File: src/rtl/lwc_pkg.sv
package lwc_pkg;
    localparam int ATTR_W = 8;

    typedef enum logic [1:0] {
        ST_COLLECT  = 2'd0,
        ST_COVERED  = 2'd1,
        ST_REJECTED = 2'd2
    } lwc_state_e;
endpackage

File: src/rtl/lwc_byte_mask.sv
module lwc_byte_mask #(
    parameter int LINE_BYTES = 64,
    parameter int OFF_W      = $clog2(LINE_BYTES),
    parameter int SIZE_W     = OFF_W + 1
) (
    input  logic [OFF_W-1:0]      offset_i,
    input  logic [SIZE_W-1:0]     size_i,
    output logic [LINE_BYTES-1:0] mask_o
);
    localparam int END_W = SIZE_W + 1;

    logic [END_W-1:0] start_w;
    logic [END_W-1:0] stop_w;

    assign start_w = {{(END_W-OFF_W){1'b0}}, offset_i};
    assign stop_w  = start_w + {1'b0, size_i};

    // One comparator pair per byte; bytes past the line never exist, so
    // a span running off the end is clipped implicitly.
    for (genvar b = 0; b < LINE_BYTES; b++) begin : g_byte
        assign mask_o[b] = (END_W'(b) >= start_w) && (END_W'(b) < stop_w);
    end
endmodule

File: src/rtl/lwc_merge_qual.sv
module lwc_merge_qual #(
    parameter int ATTR_W = lwc_pkg::ATTR_W
) (
    input  logic              is_write_i,
    input  logic [ATTR_W-1:0] attr_i,
    output logic              mergeable_o
);
    assign mergeable_o = is_write_i && (attr_i == '0);
endmodule

File: src/rtl/lwc_issue_latch.sv
module lwc_issue_latch (
    input  logic clk,
    input  logic rst_n,
    input  logic init_i,
    input  logic issue_i,
    input  logic whole_i,
    output logic was_whole_o
);
    always_ff @(posedge clk or negedge rst_n) begin
        if (!rst_n) begin
            was_whole_o <= 1'b0;
        end else if (init_i) begin
            was_whole_o <= 1'b0;
        end else if (issue_i) begin
            was_whole_o <= whole_i;
        end
    end
endmodule

File: src/rtl/line_write_cover.sv
module line_write_cover
    import lwc_pkg::*;
#(
    parameter int LINE_BYTES = 64,
    parameter int OFF_W      = $clog2(LINE_BYTES),
    parameter int SIZE_W     = OFF_W + 1
) (
    input  logic                  clk,
    input  logic                  rst_n,
    input  logic                  init_i,
    input  logic                  issue_i,
    input  logic                  req_valid_i,
    input  logic                  req_is_write_i,
    input  logic [OFF_W-1:0]      req_offset_i,
    input  logic [SIZE_W-1:0]     req_size_i,
    input  logic [ATTR_W-1:0]     req_attr_i,
    output logic                  only_writes_o,
    output logic [LINE_BYTES-1:0] cover_map_o,
    output logic                  whole_line_o,
    output logic                  was_whole_line_o
);
    lwc_state_e            state_q, state_d;
    logic [LINE_BYTES-1:0] map_q, map_d;
    logic [LINE_BYTES-1:0] req_mask;
    logic [LINE_BYTES-1:0] merged_map;
    logic                  mergeable;

    lwc_byte_mask #(
        .LINE_BYTES(LINE_BYTES),
        .OFF_W     (OFF_W),
        .SIZE_W    (SIZE_W)
    ) u_mask (
        .offset_i(req_offset_i),
        .size_i  (req_size_i),
        .mask_o  (req_mask)
    );

    lwc_merge_qual #(
        .ATTR_W(ATTR_W)
    ) u_qual (
        .is_write_i (req_is_write_i),
        .attr_i     (req_attr_i),
        .mergeable_o(mergeable)
    );

    assign merged_map = map_q | req_mask;

    // State register
    always_ff @(posedge clk or negedge rst_n) begin
        if (!rst_n) begin
            state_q <= ST_COLLECT;
            map_q   <= '0;
        end else begin
            state_q <= state_d;
            map_q   <= map_d;
        end
    end

    // Next state: restart / accumulate / complete / disqualify
    always_comb begin
        state_d = state_q;
        map_d   = map_q;
        if (init_i) begin
            state_d = ST_COLLECT;
            map_d   = '0;
        end else if (req_valid_i) begin
            unique case (state_q)
                ST_COLLECT: begin
                    if (!mergeable) begin
                        state_d = ST_REJECTED;
                    end else begin
                        map_d = merged_map;
                        if (&merged_map) begin
                            state_d = ST_COVERED;
                        end
                    end
                end
                ST_COVERED:  state_d = ST_COVERED;
                ST_REJECTED: state_d = ST_REJECTED;
                default:     state_d = ST_COLLECT;
            endcase
        end
    end

    // Outputs
    always_comb begin
        only_writes_o = (state_q != ST_REJECTED);
        whole_line_o  = (state_q == ST_COVERED);
        cover_map_o   = map_q;
    end

    lwc_issue_latch u_latch (
        .clk        (clk),
        .rst_n      (rst_n),
        .init_i     (init_i),
        .issue_i    (issue_i),
        .whole_i    (whole_line_o),
        .was_whole_o(was_whole_line_o)
    );
endmodule

File: config.mk
export PLATFORM = sky130hd
export DESIGN_NAME = line_write_cover
export DESIGN_NICKNAME = d
export VERILOG_FILES = /design/src/rtl/lwc_pkg.sv /design/src/rtl/lwc_byte_mask.sv /design/src/rtl/lwc_merge_qual.sv /design/src/rtl/lwc_issue_latch.sv /design/src/rtl/line_write_cover.sv
export SDC_FILE = /design/constraint.sdc
export NUM_CORES = 1
export LEC_CHECK = 0
export BUFFER_PORTS_ARGS = -buffer_cell sky130_fd_sc_hd__buf_2
export CORE_ASPECT_RATIO = 1.2
export CORE_MARGIN = 3
export CORE_UTILIZATION = 50
export CTS_CLUSTER_SIZE = 12
export DETAILED_ROUTE_END_ITERATION = 8
export GPL_TIMING_DRIVEN = 0
export PLACE_DENSITY = 0.73
export SYNTH_ARGS = -nofsm -noshare
export SYNTH_HDL_FRONTEND = slang
export SYNTH_SLANG_ARGS = --single-unit
export TNS_END_PERCENT = 1
File: constraint.sdc
create_clock -name clk -period 2.6 [get_ports clk]
set_input_delay 0.13 -clock clk [delete_from_list [all_inputs] [get_ports clk]]
set_output_delay 0.13 -clock clk [all_outputs]
set_load 0.02 [all_outputs]
==> qor.csv, run 1 <==
metric,value,unit
fraction_of_power_consumed_by_sequential_logic,0.283,
groute.layer.met1.usage,0.512,
post_route_cells_drive_above_1_share,0.365,
avgRoutedWirePerCell,28.7,um
preCtsSetupSlack,-1.12,ns
grt_first_pass_wirelength,37.7,mm
p_per_area,521,mW/mm^2
synth.lib_cells_used.distinct,77,
nNetsFinal,811,
period_needed,2.87,ns
number_of_flops_mapped_to_enable_cells_by_yosys,0,
ys_seq_area_frac,0.335,
switching_portion_of_total_power,0.364,
maxClockFrequency,0.348,GHz
synthFlopType,dfrtp_1,
routed-via-count,6693,
worst_setup_path_startpoint,req_offset_i[2],
initial_utilization,0.520,
hold_slack,0.0525,ns
ctsHtreeMaxLevel,3,
top_usage_layer,met2,
fp.dieArea,0.0112,sq mm
grt_pass1_vias,6379,
slowest_delay,0.43,ns
netSwitchingPower,1.35,mW
leak_pwr,3.01,nW
layout_commonest_cell,buf_2,
syn_area_per_cell,8.18,sq um
clockBufferDepth,2,
end_kind,flop,
detail-route-antenna-nets,0,
clock_skew,0.00978,ns
maxSlewViolCount,0,
power.share.combinational,0.372,
n_antenna_cell,0,
die_height,116,um
timing.max_cap.violations,0,
timing.slew.headroom,0.386,
internal_power,2.35,mW
clkLatencyLatePin,0.35,ns
worst_ep_required_time,2.86,ns
synth-seq-cells,67,
mostFrequentLayoutCells,"buf_2 (99), dfrtp_1 (67), buf_4 (58)",
dp_hpwl,17.1,mm
cts_sinks,67,
port_buffers,93,
drt_drc_violations_left,0,
initial_antenna_violation_count,0,
clk_pin_slew,0.06,ns
overall_global_routing_usage,0.443,
critical_path.max_fanout,10,
worst_ep_arrival_time,3.13,ns
finalSetupViolations,5,
synth-async-reset-ratio,1.00,
final_cell_area,0.00709,sq mm
gp_congestion,1.01,
synth_warnings,0,
pin_count,94,
violations,setup timing,
yosys-top-cells-area,"dfrtp_1 (34%), a21oi_1 (4.9%), o21ai_0 (4.4%)",
worstMarginPinSlew,0.921,ns
worst_path_max_delay_cell,nor4_4,
drt_pass1_iterations,7,
synth_top_cell_by_area,dfrtp_1,
critical_path.startpoint_type,primary input,
final_hold_viol_count,0,
synth_nets,645,
first_iter_violations,1084,
place_area,0.00571,sq mm
postRouteWirelength,25.9,mm
totalPowerFinal,3.69,mW
crit-reg2reg-launch,state_q[1],
grt_max_degree,68,
fillCellCount,712,
gr-usage-met2,0.715,
path_class,primary input to flop,
std_cell_rows,39,
rsz0062_at_grt,true,
synthToLayoutAreaGrowth,41.8,%
status,finished with violations,
post_synth_instance_area,0.00500,sq mm
synthesis.instances,611,
post-route-worst-setup-slack,-0.275,ns
cts_buffers,9,
crit_path_cell_trace,"buf_2, ha_1, buf_6, o21ai_2, nor2_2, buf_6, o21ai_4, o22ai_1, nor4_4, o22ai_2, nor4_4, nand4_1, o31ai_2",
coreArea,0.00961,sq mm
post-route-period-util,1.11,
via_count_normalized_by_instance_count,7.40,
worst_hold_startpoint,issue_i,
regToRegSetupSlack,-0.12,ns
clk_root_buffer_cell,clkbuf_16,
cts_tree,built,
groute.layer.met3.usage,0.141,
worstHoldPathType,primary input to flop,
top_cell_type_s_share_of_synthesized_area,0.335,
clkPwrFrac,0.345,
chip_width,97.3,um
globalRouteOverflowTotal,0,
vdd_ir_drop_max,0.339,mV
-- registers in the layout, indices dropped and copies added (netlist names) --
name                 count
state_q                  2
u_latch.was_whole_o      1
cover_map_o             64
-- final cells by class --
type / count / area, sq um / area share
multi-input cells: 455 / 3510 / 0.496
flip-flops and latches: 67 / 1680 / 0.236
repair buffers: 155 / 1030 / 0.145
clock buffers: 13 / 260 / 0.0367
plain buffers: 41 / 244 / 0.0344
inverters: 48 / 180 / 0.0254
well taps: 123 / 154 / 0.0217
clock inverters: 2 / 35.0 / 0.00494
-- stage by stage --
step / setup TNS (ns) / cells / utilization
2_1_floorplan: 0 / 611 / -
3_3_place_gp: -20.34 / 827 / 0.594
3_5_place_dp: -22.96 / 827 / 0.594
4_1_cts: -0.319 / 895 / 0.713
5_1_grt: -0.858 / 904 / 0.738
6_report: -0.431 / 904 / 0.738
-- logic make-up after synthesis --
logic type      synth area share
compound gates             0.370
xor+xnor                 0.00851
fa+ha+maj                 0.0190
buf+inv                   0.0748
flops                      0.335
mux                      0.00901
simple gates               0.183
-- synth_stat cells, drive strengths merged (2+ instances only) --
cell type,count
nand4,5
a21oi,50
nor2,58
o21ai,48
a22oi,3
o2bb2ai,11
nor4,7
a211o,3
and3,5
nor3,8
o31ai,6
nor4bb,2
a211oi,11
nor2b,6
mux2i,3
ha,6
nand4b,2
o31a,2
buf,16
o2111ai,6
dfrtp,67
o32ai,24
inv,48
or3,7
xnor2,3
o211ai,11
o22ai,24
nand3,9
and4,2
a21o,8
and2,11
a311o,2
a22o,3
a31oi,6
or2,8
nand2,37
nand2b,7
a32o,6
a2111oi,6
o21a,12
clkbuf,26
o221ai,7
o311ai,2
-- what timing repair did --
item / in CTS / in global routing
gates cloned: 2 / 0
pin swaps: 33 / 20
endpoints found under the hold margin: 67 / 0
hold buffers: 1 / 0
resized for setup: 81 / 53
setup buffers: 51 / 9
endpoints found under the setup margin: 52 / 45
-- metal layers --
metal / wire length [um] / share of wire
met5: 0 / 0
met4: 2370 / 0.092
met3: 3650 / 0.14
met2: 11400 / 0.44
met1: 8480 / 0.33
-- power by group through the flow --
stage / registers [mW] / clock network (mW) / logic, mW
global placement: 1.06 / 0 / 0.872
CTS: 1.05 / 1.24 / 1.20
finish: 1.05 / 1.27 / 1.37
detailed placement: 1.06 / 0 / 0.882
global route: 1.05 / 1.30 / 1.40
floorplan: 1.07 / 0 / 0.563
-- path summary, 6_finish.rpt --
check | cells past startpoint | end
worst max-delay path | 13 | state_q[0]
worst min-delay path | 3 | u_latch.was_whole_o
worst max register to register | 8 | state_q[0]
worst min register to register | 2 | u_latch.was_whole_o
max in group asynchronous | 2 | cover_map_o[23]
min in group asynchronous | 2 | cover_map_o[2]
-- worst max-delay path: cells and delay by family --
kind                       cells  cell delay (ns)
and+or+nand+nor                4             0.93
adders and majority gates      1             0.36
buffers and inverters          3             0.50
AOI/OAI and AO/OA              5             1.19
(Power assumes the default switching activity.)
==> inputs of run 2 (changes only) <==
- ABC_AREA: default -> 1
==> run 2 against run 1 <==
The flow now finishes without violations. Synthesized cell count is 27% higher. Clock power is 24% lower. Final cell count is 13% higher. Sequential cell count stayed put. Die area is 2.1% lower. Sequential power hardly changed. Critical endpoint is now state_q[1]. Critical path depth is 9 higher. Register-to-register slack better by 0.32 ns.
==> qor.csv, run 2 <==
metric,value,unit
end_kind,flop,
worst_ep_arrival_time,2.81,ns
clockBufferDepth,2,
maxClockFrequency,0.393,GHz
worstMarginPinSlew,0.874,ns
worstHoldPathType,primary input to flop,
synth.lib_cells_used.distinct,31,
drt_pass1_iterations,7,
drt_drc_violations_left,0,
vdd_ir_drop_max,0.278,mV
grt_max_degree,68,
ctsHtreeMaxLevel,3,
clkLatencyLatePin,0.37,ns
status,"complete, no violations",
clock_skew,0.0112,ns
total_negative_setup_slacks,0,ns
synthToLayoutAreaGrowth,22.8,%
totalPowerFinal,3.00,mW
grt_pass1_vias,5392,
ys_seq_area_frac,0.343,
n_antenna_cell,0,
die_height,114,um
via_count_normalized_by_instance_count,5.59,
post_synth_instance_area,0.00489,sq mm
fin_cells,1022,
rsz0062_at_grt,true,
period_needed,2.55,ns
chip_width,96.3,um
place_area,0.00550,sq mm
detail-route-antenna-nets,0,
gp_congestion,0.997,
final_cell_area,0.00601,sq mm
layout_commonest_cell,nand2_1,
reg2reg_depth,6,
critical_path.startpoint_type,primary input,
groute.layer.met1.usage,0.459,
maxSlewViolCount,0,
post-route-period-util,0.979,
top_usage_layer,met2,
timing.max_cap.violations,0,
gr-usage-met2,0.592,
clk_root_buffer_cell,clkbuf_8,
final_hold_viol_count,0,
crit-reg2reg-launch,state_q[1],
synth-async-reset-ratio,1.00,
timing.slew.headroom,0.417,
routed-via-count,5718,
avgRoutedWirePerCell,19.4,um
path_class,primary input to flop,
synth_warnings,0,
synthFlopType,dfrtp_1,
port_buffers,92,
synthesis.instances,779,
final_core_util,0.648,
flip_flop_count_of_the_largest_register_all_copies_and_words_added,64,
finalSetupViolations,0,
postRouteWirelength,19.8,mm
dp_hpwl,14.4,mm
groute.layer.met3.usage,0.0763,
cts_tree,built,
worst_hold_startpoint,issue_i,
worst_setup_path_startpoint,req_offset_i[0],
coreArea,0.00927,sq mm
fp.dieArea,0.0110,sq mm
synth_top_cell_by_area,dfrtp_1,
synth_commonest_cells,"nand2_1 (273), inv_1 (143), nor2_1 (82)",
worst_ep_required_time,2.86,ns
regToRegSetupSlack,0.20,ns
synth_nets,813,
initial_utilization,0.528,
numPlacedInstances,991,
yosys-top-cells-area,"dfrtp_1 (34%), nand2_1 (21%), inv_1 (11%)",
clk_pin_slew,0.08,ns
p_per_area,499,mW/mm^2
worstHoldPathCells,2,
overall_global_routing_usage,0.364,
critical_path.max_fanout,10,
initial_antenna_violation_count,0,
post_route_cells_drive_above_1_share,0.201,
nNetsFinal,932,
pin_count,94,
cts_buffers,9,
std_cell_rows,38,
globalRouteOverflowTotal,0,
top_cell_type_s_share_of_synthesized_area,0.343,
rr_endpoint,cover_map_o[52],
mostFrequentLayoutCells,"nand2_1 (262), inv_1 (140), buf_2 (93)",
first_iter_violations,581,
leak_pwr,3.56,nW
number_of_flops_mapped_to_enable_cells_by_yosys,0,
grt_first_pass_wirelength,29.1,mm
setup.worst_path.end,state_q[1],
synth_most_common_cell,nand2_1,
syn_area_per_cell,6.28,sq um
synth-seq-cells,67,
cts_sinks,67,
==> run 2: cell count changes after synthesis, moves of 9 or more <==
cell / delta
nor2_1: +25
o32ai_1: -24
buf_2: -9
o2bb2ai_1: -11
and2_1: -10
o21a_1: -11
o22ai_1: +18
nand3_1: +28
nand2_1: +236
inv_1: +95
o21ai_0: -16
a21oi_1: -23
clkbuf_1: -11
o211a_1: +13
==> run 2: per-layer routing <==
layer | up-vias | share of wire | wire length (um)
met3 | 82 | 0.095 | 1880
met4 | 0 | 0.044 | 877
met2 | 336 | 0.48 | 9530
met1 | 2616 | 0.38 | 7510
met5 | - | 0 | 0
li1 | 2684 | - | -
==> run 2: logic make-up after synthesis <==
kind of cell	share of synthesized area
AND/OR/NAND/NOR	0.346
buffers and inverters	0.142
AO/OA/AOI/OAI	0.150
flip-flops	0.343
adder cells (fa/ha/maj)	0.0194
==> run 2: what timing repair did <==
item	4_1_cts	5_1_grt
gates cloned	1	0
pin swaps	5	19
endpoints found under the hold margin	0	67
hold buffers	0	1
gates resized for setup	15	30
endpoints found under the setup margin	2	13
setup buffers	9	5
==> run 2: through the flow <==
step | hold slack (ns) | setup WS, ns
finish | 0.0159 | 0.0538
global route | 0.0249 | -0.113
CTS | 0.00729 | 0.00876
detailed placement | 0.393 | -0.653
global placement | 0.392 | -0.624
floorplan | -0.166 | 0.279
==> run 2: worst max-delay path, cell delays in order <==
cell and delay (ns):
buf_2 0.13, ha_4 0.17, fa_2 0.39, nand2_2 0.09, nand2_2 0.08, nand3_2 0.13, nand3_2 0.11, nand3_4 0.18
nor2_2 0.07, buf_6 0.15, inv_1 0.09, nand3_1 0.10, a21oi_1 0.14, nand2_1 0.13, nor2_1 0.14, nand2_2 0.11
nor2_4 0.16, nand2_1 0.07, nand2_1 0.08, nand2_1 0.05, nand2_1 0.05, nand2_1 0.05
==> run 2: final cells by class <==
class | count | area, sq um
plain buffers | 24 | 149
clock buffers | 10 | 128
clock inverters | 5 | 78.8
fillers | 930 | 3270
inverters | 147 | 552
multi-input cells | 541 | 2660
flip-flops and latches | 67 | 1680
well taps | 120 | 150
repair buffers | 108 | 611
==> run 2: worst min path at each step <==
stage	to	slack, ns
floorplan	cover_map_o[0]	-0.17
global placement	u_latch.was_whole_o	0.39
detailed placement	u_latch.was_whole_o	0.39
CTS	u_latch.was_whole_o	0.007
global route	u_latch.was_whole_o	0.02
finish	u_latch.was_whole_o	0.02
==> run 2: power breakdown <==
group | internal (mW) | total, mW | switching [mW]
registers | 1.04 | 1.05 | 0.00234
logic | 0.300 | 0.988 | 0.689
clock network | 0.534 | 0.964 | 0.431
==> inputs of run 3 (changes only) <==
- ABC_AREA: 1 -> default
- CORE_ASPECT_RATIO: 1.2 -> default
- clock period: 2.6 -> 2.95 ns (I/O delays scaled with it)
==> run 3 against run 2 <==
The run now ends with setup timing left. Via count grew 5.8%. Final cell count fell by 15%. Sequential share of layout area decreased by 0.94 points. Total power is 12% lower. Clock power decreased by 17%. First-iteration DRC count grew 39%. Wire length is 11% higher. Core utilization up 0.94 points. Sequential power down 12%. Sequential cell count stayed put. Largest cell class unchanged.
==> qor.csv, run 3 (synthesis results as in run 1) <==
metric,value,unit
maxSlewViolCount,0,
place_area,0.00563,sq mm
std_cell_rows,35,
dp_hpwl,15.9,mm
post_route_cells_drive_above_1_share,0.274,
vdd_ir_drop_max,0.254,mV
status,finished with violations,
routed-via-count,6047,
pin_count,94,
overall_global_routing_usage,0.385,
cts_tree,built,
cp_num_buf_inv,1,
worst_path_max_delay_cell,fa_2,
rsz0062_at_grt,true,
gp_congestion,1.08,
worst_ep_arrival_time,3.35,ns
drt_drc_violations_left,0,
initial_utilization,0.529,
path_class,primary input to flop,
n_antenna_cell,0,
post-route-worst-setup-slack,-0.138,ns
power.share.combinational,0.347,
timing.slew.headroom,0.414,
via_count_normalized_by_instance_count,6.96,
grt_max_degree,68,
clockBufferDepth,2,
crit-reg2reg-launch,state_q[1],
clkLatencyLatePin,0.36,ns
clk_pin_slew,0.08,ns
worstHoldPathCells,3,
switching_portion_of_total_power,0.390,
grt_pass1_vias,5658,
port_buffers,93,
post-route-period-util,1.05,
worst_ep_required_time,3.22,ns
clk_root_buffer_cell,clkbuf_8,
coreArea,0.00946,sq mm
first_iter_violations,806,
end_kind,flop,
cts_sinks,67,
regToRegSetupSlack,-0.05,ns
crit_path_cell_trace,"buf_2, ha_4, fa_2, nand2_1, o22ai_4, o22ai_1, o21a_1, a2111o_1, nor4_2, nand3_1, o31ai_1",
reg2reg_depth,8,
critical_path.max_fanout,8,
period_needed,3.09,ns
cts_buffers,9,
final_core_util,0.657,
mostFrequentLayoutCells,"buf_2 (102), dfrtp_1 (67), nor2_1 (50)",
worst_hold_startpoint,issue_i,
p_per_area,424,mW/mm^2
leak_pwr,2.64,nW
netSwitchingPower,1.03,mW
maxClockFrequency,0.324,GHz
ctsHtreeMaxLevel,3,
final_hold_viol_count,0,
internal_power,1.61,mW
chip_width,106,um
fp.dieArea,0.0112,sq mm
drt_pass1_iterations,6,
numPlacedInstances,833,
total_negative_setup_slacks,-0.138,ns
globalRouteOverflowTotal,0,
clkPwrFrac,0.304,
slowest_delay,0.69,ns
critical_path.top_delay_family,compound AO/OA/AOI/OAI gates,
detail-route-antenna-nets,0,
worstMarginPinSlew,0.879,ns
avgRoutedWirePerCell,25.3,um
finalSetupViolations,1,
die_height,106,um
min_to,u_latch.was_whole_o,
final_cell_area,0.00622,sq mm
critical_path.startpoint_type,primary input,
synthToLayoutAreaGrowth,24.3,%
layout_commonest_cell,buf_2,
flip_flop_count_of_the_largest_register_all_copies_and_words_added,64,
rr_endpoint,state_q[0],
fraction_of_power_consumed_by_sequential_logic,0.349,
violations,setup timing,
timing.max_cap.violations,0,
initial_antenna_violation_count,0,
grt_first_pass_wirelength,33.0,mm
postRouteWirelength,22.0,mm
clock_skew,0.0130,ns
worstHoldPathType,primary input to flop,
fin_cells,869,
nNetsFinal,769,
==> run 3: cell types whose count changed in the layout (fill, tap and decap cells not counted), moves of 13 or more <==
cell / change
nand2_1: -226
inv_1: -92
nand3_1: -25
a21oi_1: +24
o32ai_1: +24
o22ai_1: -19
nor2_1: -17
nand2_2: -14
o21ai_0: +14
o211a_1: -13
==> run 3: layout make-up <==
cell class                      count  area, sq um
Fill cell                         859         3240
Multi-Input combinational cell    454         3170
Sequential cell                    67         1680
Timing Repair Buffer              114          641
Buffer                             41          200
Inverter                           48          180
Tap cell                          129          161
Clock buffer                       10          128
Clock inverter                      6         63.8
==> run 3: worst reg2reg max path: stages, from the launching register on <==
cell       delay [ns]
dfrtp_1          0.43
or4b_2           0.61
nor3_1           0.28
nand3_1          0.21
a2111oi_1        0.37
nand4_1          0.30
nor4_4           0.28
nand4_1          0.21
o31ai_1          0.24
==> run 3: per-layer routing <==
metal / global-route usage / up-vias / share of wire
met1: 0.526 / 2851 / 0.39
met4: 0.149 / 0 / 0.053
met5: 0 / - / 0
li1: - / 2574 / -
met2: 0.584 / 509 / 0.43
met3: 0.103 / 113 / 0.13
==> run 3: metrics by stage <==
step / hold slack (ns) / worst slack (ns) / power [mW]
2_1_floorplan: -0.148 / 0.0834 / 1.41
3_3_place_gp: 0.409 / -1.24 / 1.66
3_5_place_dp: 0.313 / -1.26 / 1.67
4_1_cts: 0.0528 / 0.0136 / 2.56
5_1_grt: 0.0623 / -0.175 / 2.70
6_report: 0.0515 / -0.138 / 2.64
==> run 3: how the worst max path moves through the flow <==
stage                           end       startpoint  slack, ns  depth (start not counted)
floorplan                state_q[0]  req_offset_i[0]       0.08                         12
global placement         state_q[0]  req_offset_i[0]      -1.24                         12
detailed placement       state_q[0]  req_offset_i[0]      -1.26                         11
CTS                 cover_map_o[24]       state_q[1]       0.01                          7
global route             state_q[0]  req_offset_i[0]      -0.17                         11
finish                   state_q[0]  req_offset_i[0]      -0.14                         11
==> run 3: timing repair <==
action                                  4_1_cts  5_1_grt
setup buffers                                18        2
endpoints found under the hold margin        67        0
hold buffers                                  1        0
pin swaps                                    12        5
resized for setup                            38       18
endpoints found under the setup margin       15       22
==> run 3: power by group through the flow <==
stage          registers, mW  clock network, mW  logic [mW]
2_1_floorplan          0.939                  0       0.474
3_3_place_gp           0.938                  0       0.725
3_5_place_dp           0.938                  0       0.732
4_1_cts                0.920              0.796       0.846
5_1_grt                0.921              0.831       0.951
6_report               0.920              0.801       0.916
